==> src/rtl/pci_tgt_pkg.sv <==
package pci_tgt_pkg;
  typedef enum logic [2:0] {
    ST_IDLE,
    ST_TURN,
    ST_XFER,
    ST_DRAIN,
    ST_RELS,
    ST_SKIP
  } tgt_st_e;

  localparam logic [3:0] CMD_MEM_RD = 4'b0110;
  localparam logic [3:0] CMD_MEM_WR = 4'b0111;
endpackage

==> src/rtl/pci_tgt_decode.sv <==
module pci_tgt_decode
  import pci_tgt_pkg::*;
#(
  parameter int          ADDR_W    = 32,
  parameter int          WIN_BITS  = 8,
  parameter logic [31:0] BASE_ADDR = 32'h0001_0000
) (
  input  logic [ADDR_W-1:0] addr,
  input  logic [3:0]        cmd,
  output logic              hit,
  output logic              is_rd
);
  logic in_win;
  logic mem_cmd;

  assign in_win  = (addr[ADDR_W-1:WIN_BITS] == BASE_ADDR[ADDR_W-1:WIN_BITS]);
  assign mem_cmd = (cmd == CMD_MEM_RD) || (cmd == CMD_MEM_WR);
  assign hit     = in_win && mem_cmd;
  assign is_rd   = (cmd == CMD_MEM_RD);
endmodule

==> src/rtl/pci_tgt_regfile.sv <==
module pci_tgt_regfile #(
  parameter int IDX_W = 6,
  parameter int LANES = 4
) (
  input  logic               clk,
  input  logic               rst_n,
  input  logic               we,
  input  logic [IDX_W-1:0]   idx,
  input  logic [LANES-1:0]   be_n,
  input  logic [8*LANES-1:0] wdata,
  output logic [8*LANES-1:0] rdata
);
  localparam int WORDS = 1 << IDX_W;

  for (genvar g = 0; g < LANES; g++) begin : g_lane
    logic [7:0] lane_q [WORDS];

    always_ff @(posedge clk or negedge rst_n) begin
      if (!rst_n) begin
        for (int w = 0; w < WORDS; w++) lane_q[w] <= '0;
      end else if (we && !be_n[g]) begin
        lane_q[idx] <= wdata[8*g +: 8];
      end
    end

    assign rdata[8*g +: 8] = lane_q[idx];

    // a lane without a write keeps the word it presents
    AST_LANE_HOLD: assert property (@(posedge clk) disable iff (!rst_n)
      (!(we && !be_n[g])) |=> (lane_q[$past(idx)] == $past(rdata[8*g +: 8])));
  end
endmodule

==> src/rtl/pci_tgt_fsm.sv <==
module pci_tgt_fsm
  import pci_tgt_pkg::*;
#(
  parameter int IDX_W     = 6,
  parameter int BURST_MAX = 8
) (
  input  logic             clk,
  input  logic             rst_n,
  input  logic             frame_n,
  input  logic             irdy_n,
  input  logic             hit,
  input  logic             is_rd,
  input  logic [IDX_W-1:0] start_idx,
  output logic [IDX_W-1:0] idx,
  output logic             wr_en,
  output logic             ad_oe,
  output logic             devsel_n,
  output logic             devsel_oe,
  output logic             trdy_n,
  output logic             trdy_oe,
  output logic             stop_n,
  output logic             stop_oe
);
  localparam int CNT_W = $clog2(BURST_MAX + 1);
  localparam logic [CNT_W-1:0] LIM = CNT_W'(BURST_MAX - 1);

  tgt_st_e          st;
  logic             rd_q;
  logic [CNT_W-1:0] cnt;
  logic             done;
  logic             at_lim;
  logic             drv;
  logic             act;

  assign done   = (st == ST_XFER) && !irdy_n;
  assign at_lim = (cnt == LIM);

  always_ff @(posedge clk or negedge rst_n) begin
    if (!rst_n) begin
      st   <= ST_IDLE;
      rd_q <= 1'b0;
      cnt  <= '0;
      idx  <= '0;
    end else begin
      case (st)
        ST_IDLE: if (!frame_n) begin
          if (hit) begin
            st   <= is_rd ? ST_TURN : ST_XFER;
            rd_q <= is_rd;
            idx  <= start_idx;
            cnt  <= '0;
          end else begin
            st <= ST_SKIP;
          end
        end
        ST_TURN: st <= ST_XFER;
        ST_XFER: if (done) begin
          idx <= idx + 1'b1;
          cnt <= cnt + 1'b1;
          if (frame_n)     st <= ST_RELS;
          else if (at_lim) st <= ST_DRAIN;
        end
        ST_DRAIN: if (frame_n) st <= ST_RELS;
        ST_RELS:  st <= ST_IDLE;
        ST_SKIP:  if (frame_n && irdy_n) st <= ST_IDLE;
        default:  st <= ST_IDLE;
      endcase
    end
  end

  always_comb begin
    drv       = st inside {ST_TURN, ST_XFER, ST_DRAIN, ST_RELS};
    act       = st inside {ST_TURN, ST_XFER, ST_DRAIN};
    devsel_oe = drv;
    trdy_oe   = drv;
    stop_oe   = drv;
    devsel_n  = !act;
    trdy_n    = !(st == ST_XFER);
    stop_n    = !(((st == ST_XFER) && at_lim) || (st == ST_DRAIN));
    ad_oe     = (st == ST_XFER) && rd_q;
    wr_en     = done && !rd_q;
  end

  AST_DEVSEL_NEXT: assert property (@(posedge clk) disable iff (!rst_n)
    (st == ST_IDLE && !frame_n && hit) |=> (devsel_oe && !devsel_n));
  AST_NO_CLAIM: assert property (@(posedge clk) disable iff (!rst_n)
    (st == ST_IDLE && !frame_n && !hit) |=> !devsel_oe);
  AST_HOLD_ON_WAIT: assert property (@(posedge clk) disable iff (!rst_n)
    (!trdy_n && irdy_n) |=> $stable(idx));
  AST_LAST_ENDS: assert property (@(posedge clk) disable iff (!rst_n)
    (!trdy_n && !irdy_n && frame_n) |=> (trdy_oe && trdy_n && devsel_n && stop_n));
  AST_RELEASE_HIGH: assert property (@(posedge clk) disable iff (!rst_n)
    $fell(trdy_oe) |-> ($past(trdy_n) && $past(devsel_n) && $past(stop_n)));
  AST_STOP_WITH_TRDY: assert property (@(posedge clk) disable iff (!rst_n)
    $fell(stop_n) |-> (!trdy_n && stop_oe));
endmodule

==> src/rtl/pci_tgt_dphase.sv <==
module pci_tgt_dphase #(
  parameter logic [31:0] BASE_ADDR = 32'h0001_0000,
  parameter int          WIN_BITS  = 8,
  parameter int          BURST_MAX = 8
) (
  input  logic        clk,
  input  logic        rst_n,
  input  logic        frame_n,
  input  logic        irdy_n,
  input  logic [3:0]  cbe_n,
  input  logic [31:0] ad_in,
  output logic [31:0] ad_out,
  output logic        ad_oe,
  output logic        devsel_n,
  output logic        devsel_oe,
  output logic        trdy_n,
  output logic        trdy_oe,
  output logic        stop_n,
  output logic        stop_oe
);
  localparam int IDX_W = WIN_BITS - 2;

  logic             hit;
  logic             is_rd;
  logic             wr_en;
  logic [IDX_W-1:0] idx;

  pci_tgt_decode #(
    .ADDR_W   (32),
    .WIN_BITS (WIN_BITS),
    .BASE_ADDR(BASE_ADDR)
  ) u_dec (
    .addr (ad_in),
    .cmd  (cbe_n),
    .hit  (hit),
    .is_rd(is_rd)
  );

  pci_tgt_fsm #(
    .IDX_W    (IDX_W),
    .BURST_MAX(BURST_MAX)
  ) u_fsm (
    .clk      (clk),
    .rst_n    (rst_n),
    .frame_n  (frame_n),
    .irdy_n   (irdy_n),
    .hit      (hit),
    .is_rd    (is_rd),
    .start_idx(ad_in[WIN_BITS-1:2]),
    .idx      (idx),
    .wr_en    (wr_en),
    .ad_oe    (ad_oe),
    .devsel_n (devsel_n),
    .devsel_oe(devsel_oe),
    .trdy_n   (trdy_n),
    .trdy_oe  (trdy_oe),
    .stop_n   (stop_n),
    .stop_oe  (stop_oe)
  );

  pci_tgt_regfile #(
    .IDX_W(IDX_W),
    .LANES(4)
  ) u_rf (
    .clk  (clk),
    .rst_n(rst_n),
    .we   (wr_en),
    .idx  (idx),
    .be_n (cbe_n),
    .wdata(ad_in),
    .rdata(ad_out)
  );

  AST_WR_ON_DONE: assert property (@(posedge clk) disable iff (!rst_n)
    wr_en |-> (!irdy_n && trdy_oe && !trdy_n));
  AST_AD_WITH_TRDY: assert property (@(posedge clk) disable iff (!rst_n)
    ad_oe |-> (trdy_oe && !trdy_n && !devsel_n));
endmodule

==> config.mk <==
export PLATFORM = sky130hd
export DESIGN_NAME = pci_tgt_dphase
export DESIGN_NICKNAME = d
export VERILOG_FILES = /design/src/rtl/pci_tgt_pkg.sv /design/src/rtl/pci_tgt_decode.sv /design/src/rtl/pci_tgt_regfile.sv /design/src/rtl/pci_tgt_fsm.sv /design/src/rtl/pci_tgt_dphase.sv
export SDC_FILE = /design/constraint.sdc
export NUM_CORES = 2
export LEC_CHECK = 0
export BUFFER_PORTS_ARGS = -buffer_cell sky130_fd_sc_hd__buf_4
export CAP_MARGIN = 0
export CORE_MARGIN = 2
export CORE_UTILIZATION = 64
export CTS_CLUSTER_DIAMETER = 150
export DETAILED_ROUTE_END_ITERATION = 10
export PLACE_DENSITY = 0.8
export SLEW_MARGIN = 20
export SYNTH_ARGS = -nofsm -noshare
export SYNTH_HDL_FRONTEND = slang
export SYNTH_SLANG_ARGS = --single-unit
==> constraint.sdc <==
create_clock -name clk -period 3.85 [get_ports clk]
set_input_delay 0.5775 -clock clk [delete_from_list [all_inputs] [get_ports clk]]
set_output_delay 0.5775 -clock clk [all_outputs]
set_load 0.02 [all_outputs]
==> flow_results.org <==
** Status
- Outcome :: complete, but fails checks
- The final reports fail on setup timing.

** Synthesis
- The most used flip-flop cell after synthesis is dfrtp_1.
- The average instance in the mapped netlist occupies 13.89 µm².
- Seq cells post-synth :: just over 2000
- When the netlist entered floorplanning its net count stood at roughly 6900.
- After synthesis the cells add up to about 95000 µm².
- After synthesis, the netlist uses 75 different library cells.
- Summed over its instances, the top area cell type makes up a little over half of the synthesized netlist area.
- For this run, the number of Yosys warnings is 0.
- Share of the synthesized area in compound gates (AO/OA/AOI/OAI) :: under 10%
- Sequential cell area fraction in the yosys report :: 54.20%
- By area, the combinational part of the netlist is dominated by multiplexers.
- Yosys attributes the largest share of cell area to dfrtp_1 54%, mux2_1 23%, mux4_2 3.5%.
- Of the total synthesized cell area, the portion taken by AND, OR, NAND and NOR gates is around 3.8%.
- Share of synthesized registers carrying an async set or reset :: between 90% and 100%
- Synthesis produced 6852 cells.
- The synthesized netlist devotes less than 1% of its cell area to XOR and XNOR gates.
- Summing the areas of all fa, ha and maj instances in the mapped netlist gives less than 1% of the synthesized area.
- Summed over all instances, the cell type with the most area after synthesis is dfrtp_1.
- Post-synthesis mux area share :: 32.40%
- The synthesized design contains 0 enable-type register cells.

** Global route
- Total global-route track usage :: between 40% and 50%
- Vias in the first global route :: between 60000 and 70000
- Wire length of the first global-routing pass :: 471700 µm
- Maximum number of pins on one net before global-route repair :: 196
- After global routing the overflow that remains totals 0.
- Number of antenna violations at the first check in global routing :: 15

** Route
- In the routed layout, each cell is associated on average with a via count of ~7.3.
- The highest layer touched by signal routing is met5.
- Remaining routing DRC violations :: 0
- The routed design uses approximately 42000 µm of met3 wire.
- Routed length on met2 :: around 140000 µm
- The detail route stage leaves a number of antenna-violating nets equal to 0.
- The pre-antenna-repair detailed-routing pass consisted of 8 iterations.
- Routed vias :: 68018
- After detailed routing, the average wire length per cell comes to between 30 and 40 µm.
- Detailed-route wire length :: roughly 330000 µm
- Detailed Route Iter0 Violations :: 8285
- For this block, wires on met1 add up to 119100 µm.

** Timing
- Number of hold violations in the final report :: 0
- Clock tree skew after final layout :: 0.06680 ns
- The smallest clock period supported by the final layout is computed as around 4.6 ns.
- Setup repair after global routing could not meet its margin everywhere.
- For this run, the top clock speed supported by timing is around 220 MHz.
- Setup violations remaining at the end of the flow were counted as 32.
- Measured against its own limit, the worst slew margin works out to slightly above 30%.
- Once routing completed, OpenROAD measured the worst setup slack at -0.7140 ns.
- For the pin with the worst max-slew slack, the measured transition is 1.041 ns.
- Share of the clock period used by the worst path :: 118.5%
- The final number of max-transition violations came to 0.

** Layout
- Synthesis-to-layout area growth :: 17.76%
- In the layout the commonest cells are 2058 x dfrtp_1, 1956 x mux2_1, 519 x buf_4.
- The post-route netlist has a little over a quarter of its cells at a drive strength greater than 1.
- The library cell used most frequently in the layout, excluding fill and tap cells, is dfrtp_1.
- Non-Filler Cell Area, Final :: between 100000 and 150000 µm²
- Final net count :: 7311
- Layout Cells excl Fill :: between 9000 and 10000

** Pwr
- The clock network accounts for 26.6% of the total power.
- Dividing total power by cell area gives a power density of 695.9 nW/µm².
- Fraction of power spent switching nets :: a little over a third
- Summed over all nets, the switching power comes to between 20 and 30 mW.
- Internal power comes to just under 50 mW.
- Per report_power, the combinational group accounts for 38.1% of the total.
- Leakage power figure :: 57.02 nW
- Maximum resistive drop on vdd :: between 500 and 600 µV
- The share of total power dissipated in sequential elements is approximately a third.

** Clock network
- Skew-Pair Late Insertion Delay :: around 0.90 ns
- In this run the number of H-tree levels came out at 4.
- After clock tree synthesis, the clock-pin slew on the worst setup and hold paths is around 0.060 ns.
- Clock tree from TritonCTS :: done
- Inserted Clock Buffers :: ~210
- The tree is rooted in a clkbuf_16.
- No sink is reached through more buffers than the 3 on the longest clock path.
- Clock net sink count :: roughly 2100

** Floorplanning
- After floorplanning, the core was divided into between 100 and 150 placement rows.
- Ports :: slightly below 80
- The floorplan step defined a die boundary enclosing 151800 µm².
- Core footprint :: between 100000 and 150000 µm²
- Initial core utilization :: between 60% and 70%
- Measured along the y axis, the die boundary spans just under 400 µm.
- DIE WIDTH :: 389.7 µm

** Place
- Including well taps, the total number of placed cells is 8789.
- Global placer's final weighted congestion :: around 1.0
- IO Port Bufs :: 78
- The wire-length estimate of the detail-placed layout is around 200000 µm.
- Summing all placed instances gives a cell area of 100400 µm².
- Timing analysis after detailed placement gives a worst setup slack of -0.03005 ns.

** Worst setup path
- STA classifies the critical path endpoint as a primary output.
- The worst setup path is of the flip-flop to primary output kind.
- Of all nets on the critical path, the largest fanout is 7.
- Critical Path Start Type :: flip-flop
- Data arrival time of the worst path :: around 4 ns
- Data required time at the worst endpoint :: between 3 and 4 ns

** Worst hold path
- Worst min-delay path category :: input pin to flip-flop

** Flow run
- Reported max-cap violation count :: 0
[power groups by stage]
stage	combinational, mW	sequential, mW	clock (mW)
6_report	29.7	27.5	20.8
3_5_place_dp	23.0	27.8	0
3_3_place_gp	22.6	27.4	0
4_1_cts	26.9	27.3	20.7
5_1_grt	30.1	27.8	21.6
2_1_floorplan	12.8	26.9	0
[layout make-up]
| class | count | area (µm²) |
|---|---|---|
| multi-input combinational | 4239 | 42940 |
| fill | 8622 | 35560 |
| clock buffer | 298 | 5949 |
| clock inverter | 71 | 964.7 |
| timing repair buffer | 753 | 8138 |
| antenna | 12 | 30.03 |
| tap | 1930 | 2415 |
| sequential | 2062 | 51610 |
| inverter | 8 | 52.55 |
[worst max-delay path: stages, from the launching register on]
cell and delay, ns:
dfrtp_4 0.49, buf_12 0.15, buf_12 0.12, buf_8 0.12, buf_16 0.14, buf_8 0.12, mux4_2 0.50, a32oi_1 0.22
o211ai_1 0.30, a221o_1 0.39, or3_4 0.40, buf_6 0.14
[worst paths after layout]
kind / from / to / slack, ns / cells past startpoint
max: u_fsm.idx[0] / ad_out[30] / -0.71 / 11
min: ad_in[23] / u_rf.g_lane[2].lane_q[343] / 0.09 / 2
max reg2reg: u_fsm.idx[1] / u_rf.g_lane[2].lane_q[491] / 0.01 / 9
min reg2reg: u_rf.g_lane[0].lane_q[216] / u_rf.g_lane[0].lane_q[216] / 0.49 / 1
max in group asynchronous: rst_n / u_rf.g_lane[1].lane_q[370] / 2.10 / 4
min in group asynchronous: rst_n / u_rf.g_lane[3].lane_q[456] / 0.31 / 2
[cell families (layout without fill, tap and decap cells)]
kind of cell | Yosys count | count (layout)
AO/OA/AOI/OAI | 932 | 932
XOR/XNOR | 1 | 1
adder cells (fa/ha/maj) | 2 | 2
buffers and inverters | 552 | 1130
flip-flops | 2062 | 2062
multiplexers | 2621 | 2621
other | 0 | 12
AND/OR/NAND/NOR | 682 | 683
[registers in the layout, indices dropped and copies added, names as in the netlist]
signal	cells
u_rf.g_lane.lane_q	2048
u_fsm.idx	6
u_fsm.cnt	4
u_fsm.st	3
u_fsm.rd_q	1
[synth_stat cells, types with 7 or more instances]
master / count
dfrtp_1: 2062
mux2_1: 1958
clkbuf_1: 333
mux2_2: 266
mux2i_1: 251
nand2_2: 232
a221oi_1: 186
nor2_1: 180
a21oi_1: 170
mux4_2: 146
o21ai_0: 134
a22oi_1: 130
nand2_1: 119
buf_2: 118
o22ai_1: 103
buf_1: 37
buf_4: 37
a22o_1: 36
a221o_1: 34
a211oi_1: 32
nand3_1: 27
buf_6: 19
a222oi_1: 18
o221ai_1: 14
o211ai_1: 13
a31oi_1: 12
nand4_1: 11
o2bb2ai_1: 11
nand2_4: 10
nor3_1: 10
or3_1: 10
nor4_1: 9
nor2b_1: 8
and3_1: 7
or4_1: 7
[stage by stage]
step,utilization (%),power [mW],hold slack (ns),TNS [ns]
final,75.92,78.02,0.08670,-16.81
after global routing,75.90,79.52,0.08631,-17.47
after global placement,68.01,50.06,0.4674,0
after CTS,74.79,74.85,0.05586,-13.89
after floorplan,-,39.69,0.2819,0
after detailed placement,68.02,50.76,0.4752,-0.03005
[routing by layer]
layer	up-vias	global-route usage [%]
li1	26308	-
met4	25	26.11
met5	-	0.5104
met2	4889	61.87
met1	35381	55.66
met3	1415	14.63
[repair_timing]
action                                  4_1_cts  5_1_grt
gates cloned                                 19        5
hold buffers                                  2        0
pin swaps                                   100      124
endpoints found under the setup margin       32       32
setup buffers                                98       89
resized for setup                           373      202
endpoints found under the hold margin        44        0
No activity file was read; power rests on OpenSTA's default activity.
